==> config.mk <==
export PLATFORM = sky130hd
export DESIGN_NAME = prg_bank_guard
export DESIGN_NICKNAME = d
export VERILOG_FILES = /design/src/rtl/prgb_pkg.sv /design/src/rtl/prgb_reg_decode.sv /design/src/rtl/prgb_reg_file.sv /design/src/rtl/prgb_bank_map.sv /design/src/rtl/prgb_ram_guard.sv /design/src/rtl/prg_bank_guard.sv
export SDC_FILE = /design/constraint.sdc
export NUM_CORES = 1
export LEC_CHECK = 0
export BUFFER_PORTS_ARGS = -buffer_cell sky130_fd_sc_hd__buf_4
export CORE_MARGIN = 2
export CORE_UTILIZATION = 30
export DETAILED_ROUTE_END_ITERATION = 10
export GPL_ROUTABILITY_DRIVEN = 1
export MAX_ROUTING_LAYER = met4
export SYNTH_ARGS = -nofsm -noshare
export SYNTH_HDL_FRONTEND = slang
export SYNTH_SLANG_ARGS = --single-unit
==> constraint.sdc <==
create_clock -name clk -period 1.3 [get_ports clk]
set_input_delay 0.325 -clock clk [delete_from_list [all_inputs] [get_ports clk]]
set_output_delay 0.325 -clock clk [all_outputs]
set_load 0.01 [all_outputs]
==> src/rtl/prgb_pkg.sv <==
package prgb_pkg;

    localparam int CPU_AW     = 16;
    localparam int DATA_W     = 8;
    localparam int WIN_AW     = 13;              // 8 KB window offset bits
    localparam int GRAIN_AW   = 11;              // 2 KB register/quarter grain
    localparam int HI_W       = CPU_AW - GRAIN_AW;
    localparam int WIN_SEL_W  = 2;
    localparam int NUM_WIN    = 1 << WIN_SEL_W;  // windows in $8000-$FFFF
    localparam int NUM_SW     = NUM_WIN - 1;     // switchable windows
    localparam logic [3:0] GUARD_KEY = 4'b0100;

    // 2 KB slot inside the $E000-$FFFF register page
    typedef enum logic [1:0] {
        SLOT_BANK0 = 2'd0,
        SLOT_BANK1 = 2'd1,
        SLOT_BANK2 = 2'd2,
        SLOT_GUARD = 2'd3
    } slot_e;

    typedef struct packed {
        logic snd_off;
        logic pin_a_lvl;
        logic pin_b_lvl;
        logic chr_lo_off;
        logic chr_hi_off;
    } ctl_t;

    // upper address bits [15:13] select the register page or the RAM page
    function automatic logic in_reg_page(input logic [HI_W-1:0] a_hi);
        return a_hi[HI_W-1 -: 3] == 3'b111;
    endfunction

    function automatic logic in_ram_page(input logic [HI_W-1:0] a_hi);
        return a_hi[HI_W-1 -: 3] == 3'b011;
    endfunction

    function automatic logic guard_open(input logic [DATA_W-1:0] guard,
                                        input logic [1:0] quarter);
        return (guard[DATA_W-1 -: 4] == GUARD_KEY) && !guard[quarter];
    endfunction

endpackage

==> src/rtl/prgb_reg_decode.sv <==
module prgb_reg_decode
    import prgb_pkg::*;
(
    input  logic [HI_W-1:0]   a_hi,
    input  logic              cpu_we,
    output logic [NUM_SW-1:0] bank_ld,
    output logic              guard_ld
);
    logic  page_hit;
    slot_e slot;

    assign page_hit = cpu_we && in_reg_page(a_hi);
    assign slot     = slot_e'(a_hi[1:0]);
    assign guard_ld = page_hit && (slot == SLOT_GUARD);

    for (genvar w = 0; w < NUM_SW; w++) begin : g_ld
        assign bank_ld[w] = page_hit && (a_hi[1:0] == 2'(w));
    end
endmodule

==> src/rtl/prgb_reg_file.sv <==
module prgb_reg_file
    import prgb_pkg::*;
#(
    parameter int BANK_W = 6
) (
    input  logic                          clk,
    input  logic                          rst,
    input  logic [NUM_SW-1:0]             bank_ld,
    input  logic                          guard_ld,
    input  logic [DATA_W-1:0]             wdata,
    output logic [NUM_SW-1:0][BANK_W-1:0] banks,
    output ctl_t                          ctl,
    output logic [DATA_W-1:0]             guard
);
    for (genvar w = 0; w < NUM_SW; w++) begin : g_bank
        always_ff @(posedge clk) begin
            if (rst)
                banks[w] <= '0;
            else if (bank_ld[w])
                banks[w] <= wdata[BANK_W-1:0];
        end
    end

    // control bits packed beside each bank number
    always_ff @(posedge clk) begin
        if (rst) begin
            ctl <= '0;
        end else begin
            if (bank_ld[SLOT_BANK0]) begin
                ctl.snd_off   <= wdata[6];
                ctl.pin_a_lvl <= wdata[7];
            end
            if (bank_ld[SLOT_BANK1]) begin
                ctl.chr_lo_off <= wdata[6];
                ctl.chr_hi_off <= wdata[7];
            end
            if (bank_ld[SLOT_BANK2])
                ctl.pin_b_lvl <= wdata[7];
        end
    end

    always_ff @(posedge clk) begin
        if (rst)
            guard <= '0;
        else if (guard_ld)
            guard <= wdata;
    end
endmodule

==> src/rtl/prgb_bank_map.sv <==
module prgb_bank_map
    import prgb_pkg::*;
#(
    parameter int BANK_W = 6,
    localparam int ROM_AW = BANK_W + WIN_AW
) (
    input  logic [WIN_AW+WIN_SEL_W-1:0]   addr,
    input  logic [NUM_SW-1:0][BANK_W-1:0] banks,
    output logic [ROM_AW-1:0]             rom_addr
);
    logic [BANK_W-1:0]    win_bank [NUM_WIN];
    logic [WIN_SEL_W-1:0] win_idx;

    for (genvar w = 0; w < NUM_WIN; w++) begin : g_win
        if (w < NUM_SW) begin : g_sw
            assign win_bank[w] = banks[w];
        end else begin : g_fixed
            assign win_bank[w] = '1;    // last bank of the ROM
        end
    end

    assign win_idx  = addr[WIN_AW +: WIN_SEL_W];
    assign rom_addr = {win_bank[win_idx], addr[WIN_AW-1:0]};
endmodule

==> src/rtl/prgb_ram_guard.sv <==
module prgb_ram_guard
    import prgb_pkg::*;
(
    input  logic [HI_W-1:0]   a_hi,
    input  logic              cpu_we,
    input  logic [DATA_W-1:0] guard,
    output logic              ram_ce,
    output logic              ram_we
);
    logic [1:0] quarter;

    assign quarter = a_hi[1:0];
    assign ram_ce  = in_ram_page(a_hi);
    assign ram_we  = ram_ce && cpu_we && guard_open(guard, quarter);
endmodule

==> src/rtl/prg_bank_guard.sv <==
module prg_bank_guard
    import prgb_pkg::*;
#(
    parameter int BANK_W = 6,
    localparam int ROM_AW = BANK_W + WIN_AW
) (
    input  logic              clk,
    input  logic              rst,
    input  logic [CPU_AW-1:0] cpu_addr,
    input  logic [DATA_W-1:0] cpu_wdata,
    input  logic              cpu_we,
    output logic [ROM_AW-1:0] rom_addr,
    output logic              ram_ce,
    output logic              ram_we,
    output logic              snd_off,
    output logic              chr_lo_off,
    output logic              chr_hi_off,
    output logic              pin_a_n,
    output logic              pin_b
);
    logic [NUM_SW-1:0]             bank_ld;
    logic                          guard_ld;
    logic [NUM_SW-1:0][BANK_W-1:0] banks;
    ctl_t                          ctl;
    logic [DATA_W-1:0]             guard;

    prgb_reg_decode u_decode (
        .a_hi     (cpu_addr[CPU_AW-1:GRAIN_AW]),
        .cpu_we   (cpu_we),
        .bank_ld  (bank_ld),
        .guard_ld (guard_ld)
    );

    prgb_reg_file #(.BANK_W(BANK_W)) u_regs (
        .clk      (clk),
        .rst      (rst),
        .bank_ld  (bank_ld),
        .guard_ld (guard_ld),
        .wdata    (cpu_wdata),
        .banks    (banks),
        .ctl      (ctl),
        .guard    (guard)
    );

    prgb_bank_map #(.BANK_W(BANK_W)) u_map (
        .addr     (cpu_addr[WIN_AW+WIN_SEL_W-1:0]),
        .banks    (banks),
        .rom_addr (rom_addr)
    );

    prgb_ram_guard u_guard (
        .a_hi     (cpu_addr[CPU_AW-1:GRAIN_AW]),
        .cpu_we   (cpu_we),
        .guard    (guard),
        .ram_ce   (ram_ce),
        .ram_we   (ram_we)
    );

    assign snd_off    = ctl.snd_off;
    assign chr_lo_off = ctl.chr_lo_off;
    assign chr_hi_off = ctl.chr_hi_off;
    assign pin_a_n    = ~ctl.pin_a_lvl;
    assign pin_b      = ctl.pin_b_lvl;
endmodule

==> out/qor.txt, run 1 <==
data required time of the worst path: 0.98 ns
highest attainable clock frequency: 651 MHz
number of core rows: 26
Clock Skew: 0 ns
initial antenna violation count: 0
area of the multi-input gates: 848 um2
slew at the pin closest to its max-slew limit: 0.280 ns
relative area change from synthesis to final layout: 29.7%
# fillers: 514
Distinct cells, synth: 23
initial standard-cell utilization of the core: 31.1%
minimum period implied by the final worst setup slack: 1.54 ns
most frequent cells in the layout: buf_4 (42), nand2b_1 (40), mux2i_1 (32), dfxtp_1 (23), dfxtp_2 (8)
Max rail drop VDD: 390 uV
total clock buffers created by CTS: 5
share of post-route cells with drive strength above 1: 39.7%
proportion of power drawn by combinational gates: 11.9%
number of I/O pins: 53
commonest non-fill, non-tap cell in the layout: buf_4
Sum Neg Setup Slack: -1.29 ns
clock-pin slew of the registers on the worst-case setup and hold paths: 0.06 ns
pin count of the biggest net entering global routing: 35
#FFs+latches synth: 31
fraction of the cycle the final worst path needs: 118%
detailed-route vias per instance: 4.36
storage element area: 631 um2
result of the run: finished with violations
crit path cell chain: nor4_4 -> and4b_1 -> buf_4
CTS root buf: clkbuf_8
number of vias after detailed routing: 1,130
iteration count of the initial detailed-routing pass: 4
Mapped Cells: 155
final routed wirelength across all metal layers: 3280 um
cell family contributing the most delay on the critical path: simple AND/OR/NAND/NOR gates
Die Span X: 76.8 um
Worst path slowest cell: dfxtp_2
Hold Violations, Final: 0
global route overflow: 0
unrepaired setup endpoints after global routing: yes
type of the most critical hold path: input pin to flip-flop
global-route usage over all layers: 12.3%
P per Cell Area: 924 nW/um2
Die Height: 76.8 um
core area: 5110 um2
smallest setup slack after layout: -0.236 ns
Switch Pwr: 0.000445 W
half-perimeter wire length of the detailed placement result: 2490 um
largest stage delay on the critical path: 0.33 ns
post-synthesis instance area: 1590 um2
initial detailed-routing violation count: 24
via count of the first global-routing pass: 1,171
number of buffer cells added on primary ports: 30
post-detailed-route count of antenna-violating nets: 0
Crit Path Category: flip-flop to output port
Net count, final: 215
number of H-tree levels: 2
syn_nets: 182
number of remaining DRC errors: 0
Post-Route Utilization: 40.4%
Setup Slack @ Placement: -0.184 ns
share of total power in sequential cells: 50.4%
clock network latency to the later pin of the worst-skew pair: 0.27 ns
CTS tree: done
maximum root-to-sink buffer count: 2
antenna cell count: 0
arrival time reported for the critical path endpoint: 1.21 ns
Critical Path Start Type: flip-flop
Max-cap violations: 0
worst-case register-to-register setup slack: 0.63 ns
average wire per standard cell: 12.7 um
CP Max Fanout: 2
static power due to leakage: 0.960 nW
Pins Over Slew Limit: 0
violated checks: negative setup slack
count of final setup violators: 7
global-route wire length before repair: 5570 um
nature of the critical path endpoint: output port
remaining max-slew budget at the tightest pin: 81.3%
Sw Ratio: 23.3%
cell internal pwr: 0.00146 W
buffers plus inverters on the worst setup path: 1
Post-Syn Area per Cell: 10.3 um2
proportion of power drawn by the clock network: 37.7%
weighted congestion reported at the end of routability-driven placement: 0.726
Warnings, synthesis: 0
number of clock sinks: 31
floorplan die area: 5900 um2
proportion of synthesized chip area in sequential cells: 39.0%
sequential cells by signal, indices dropped and copies added (netlist names):
register,cells
u_regs.ctl,5
u_regs.banks,18
u_regs.guard,8
power by group through the flow:
stage	sequential, W	clock, W	combinational [W]
floorplan	0.000981	0	0.000151
CTS	0.000960	0.000738	0.000218
global placement	0.000982	0	0.000214
detailed placement	0.000982	0	0.000215
finish	0.000961	0.000719	0.000226
global route	0.000961	0.000785	0.000246
cells in the mapped netlist:
cell type	number	area, um2
and4_1	1	8.76
and4b_1	1	10.0
buf_1	1	3.75
buf_2	3	15.0
buf_4	15	113
clkbuf_1	4	15.0
dfxtp_1	31	621
inv_1	1	3.75
mux2_2	6	67.6
mux2i_1	32	320
nand2_1	2	7.51
nand2b_1	40	250
nand3_1	1	5.00
nand3_2	1	10.0
nand3b_1	3	22.5
nand4_4	1	21.3
nor2_1	1	3.75
nor3_2	1	10.0
nor3b_2	1	12.5
nor4_1	1	6.26
o21ai_0	1	5.00
o22a_1	6	52.6
or3_1	1	6.26
through the flow:
stage	instance area [um2]	hold slack (ns)	power (W)	std cells
after floorplan	1600	0.445	0.00113	155
after global placement	1900	0.456	0.00120	250
after detailed placement	1900	0.464	0.00120	250
after CTS	2010	0.361	0.00192	259
after global routing	2060	0.372	0.00199	259
final	2060	0.358	0.00191	259
worst min-delay path: cells and delay by family:
family,cells,cell delay (ns)
buffers and inverters,1,0.07
multiplexers,1,0.12
AND/OR/NAND/NOR,1,0.08
what timing repair did:
item	4_1_cts	5_1_grt
gates resized for setup	6	17
endpoints found under the setup margin	8	8
hold buffers	0	0
setup buffers	1	0
pin swaps	0	2
layer usage:
layer,track usage [%],routed length (um),vias to the layer above
li1,-,-,581
met1,15.9,1610,515
met2,17.8,1420,27
met3,3.06,170,7
met4,6.18,78,0
met5,-,0,-
final timing paths:
path | startpoint | to | depth (start not counted)
worst max-delay path | u_regs.guard[7]$_SDFFE_PP0P_ | ram_we | 3
worst min-delay path | cpu_wdata[6] | u_regs.guard[6]$_SDFFE_PP0P_ | 3
worst max register to register | u_regs.banks[8]$_SDFFE_PP0P_ | u_regs.banks[8]$_SDFFE_PP0P_ | 3
worst min register to register | u_regs.banks[3]$_SDFFE_PP0P_ | u_regs.banks[3]$_SDFFE_PP0P_ | 2
cell type report:
type / count / area share [%]
clock buffer: 7 / 3.70
multi-input combinational: 100 / 41.1
tap: 70 / 4.24
inverter: 1 / 0.182
timing repair buffer: 49 / 20.0
clock inverter: 1 / 0.243
sequential: 31 / 30.6
cell families after synthesis:
group,share of synthesized area (%)
mux,24.4
buf+inv,9.44
compound gates,3.62
flops,39.0
simple gates,23.5
No activity file was read; power rests on OpenSTA's default activity.
==> inputs of run 2 (changes only) <==
SETUP_SLACK_MARGIN = 0.05   (was not set)
==> run 2 against run 1 <==
  * The flow still finishes with violations (negative setup slack)
  * Sequential share of layout area is 0.22 points higher
  * Register-to-register slack improved by 0.04 ns
  * Critical path depth stayed put
  * Flip-flop and latch count did not move
  * Power increased by 1.7%
  * Highest routed layer unchanged
  * Combinational power is 3% higher
  * Largest cell class unchanged
  * Critical endpoint unchanged
==> out/qor.txt, run 2 (synthesis results as in run 1) <==
result of the run: finished with violations
violated checks: negative setup slack
number of I/O pins: 53
start point of the worst hold path: cpu_wdata[6]
worst hold slack across all endpoints: 0.357 ns
number of clock sinks: 31
number of core rows: 26
global route overflow: 0
number of vias after detailed routing: 1,136
number of remaining DRC errors: 0
Clock Skew: 0 ns
initial antenna violation count: 0
smallest setup slack after layout: -0.239 ns
total clock buffers created by CTS: 5
average wire per standard cell: 13.2 um
type of the most critical hold path: input pin to flip-flop
max FFs per register: 18
Top reg by flops: u_regs.banks
detailed-route vias per instance: 4.47
number of buffer cells added on primary ports: 30
worst-case register-to-register setup slack: 0.67 ns
hold worst-path end: u_regs.ctl[4]$_SDFFE_PP0P_
Max-cap violations: 0
pin count of the biggest net entering global routing: 40
instance count along the most critical hold path: 3
Die Height: 76.8 um
relative area change from synthesis to final layout: 28.6%
Critical Path Start Type: flip-flop
floorplan die area: 5900 um2
via count of the first global-routing pass: 1,165
Pins Over Slew Limit: 0
share of post-route cells with drive strength above 1: 40.2%
post-detailed-route count of antenna-violating nets: 0
largest registers ranked by flip-flop count: u_regs.banks: 18 flops, u_regs.guard: 8 flops, u_regs.ctl: 5 flops
clock network latency to the later pin of the worst-skew pair: 0.27 ns
antenna cell count: 0
Post-Route Utilization: 40.0%
half-perimeter wire length of the detailed placement result: 2360 um
global-route wire length before repair: 5630 um
hold buffers post-CTS: 0
worst r2r path cells: 2
Max rail drop VDD: 561 uV
final routed wirelength across all metal layers: 3360 um
RR Endpoint: u_regs.guard[5]$_SDFFE_PP0P_
arrival time reported for the critical path endpoint: 1.21 ns
Die Span X: 76.8 um
Net count, final: 210
static power due to leakage: 0.945 nW
beginning of the worst register-to-register path: u_regs.guard[5]$_SDFFE_PP0P_
placed cell count: 245
number of H-tree levels: 2
Crit Path Category: flip-flop to output port
initial standard-cell utilization of the core: 31.1%
maximum root-to-sink buffer count: 2
Sum Neg Setup Slack: -1.33 ns
weighted congestion reported at the end of routability-driven placement: 0.717
minimum period implied by the final worst setup slack: 1.54 ns
commonest non-fill, non-tap cell in the layout: nand2b_1
unrepaired setup endpoints after global routing: yes
# fillers: 513
highest attainable clock frequency: 650 MHz
Hold Violations, Final: 0
core area: 5110 um2
fraction of the cycle the final worst path needs: 118%
slew at the pin closest to its max-slew limit: 0.286 ns
initial detailed-routing violation count: 50
global-route usage over all layers: 12.3%
CTS tree: done
Finished Layout Cells: 254
P per Cell Area: 948 nW/um2
iteration count of the initial detailed-routing pass: 4
remaining max-slew budget at the tightest pin: 80.9%
count of final setup violators: 7
CP Max Fanout: 2
overall power of the completed layout: 0.00194 W
CTS root buf: clkbuf_8
most frequent cells in the layout: nand2b_1 (39), buf_4 (36), mux2i_1 (32), dfxtp_1 (24), dfxtp_2 (7)
clock-pin slew of the registers on the worst-case setup and hold paths: 0.07 ns
nature of the critical path endpoint: output port
data required time of the worst path: 0.98 ns
-- run 2: worst max-delay path, stage by stage, from the launching register on --
cell	delay (ns)
dfxtp_2	0.33
nor4_4	0.27
and4b_1	0.22
buf_4	0.12
-- run 2: metrics by stage --
step	instance area (um2)	setup WS (ns)
after floorplan	1620	0.0402
after global placement	1870	-0.174
after detailed placement	1870	-0.202
after CTS	2000	-0.258
after global routing	2040	-0.296
final	2040	-0.239
-- run 2: worst max path at each step --
stage	startpoint	endpoint	slack, ns
after global placement	cpu_addr[13]	rom_addr[13]	-0.17
final	u_regs.guard[7]$_SDFFE_PP0P_	ram_we	-0.24
after detailed placement	cpu_addr[13]	rom_addr[13]	-0.20
after global routing	u_regs.guard[2]$_SDFFE_PP0P_	ram_we	-0.30
after floorplan	cpu_addr[12]	ram_we	0.04
after CTS	u_regs.guard[7]$_SDFFE_PP0P_	ram_we	-0.26
-- run 2: timing repair --
action                     4_1_cts  5_1_grt
gates cloned                     0        0
pin swaps                        0        2
resized for setup               12       12
setup endpoints to repair        8        8
setup buffers                    0        1
-- run 2: final cells by class --
type	instances	area, um2	area share, %
flip-flops and latches	31	629	30.8
multi-input cells	100	867	42.4
repair buffers	44	373	18.2
clock inverters	3	15.0	0.734
clock buffers	5	68.8	3.37
well taps	70	87.6	4.28
inverters	1	3.75	0.184
-- run 2: where the power goes --
part,leakage [nW],internal (W),switching (W)
Clock,0.0477,0.000366,0.000379
Combinational,0.644,0.000130,0.000102
Sequential,0.253,0.000956,0.00000386
Total,0.945,0.00145,0.000485
-- run 2: metal layers --
layer | global-route usage, % | part of all wire [%] | up-vias
li1 | - | - | 568
met1 | 16.4 | 49 | 542
met4 | 5.09 | 1.1 | 0
met5 | - | 0 | -
met2 | 18.0 | 46 | 22
met3 | 2.94 | 3.8 | 4
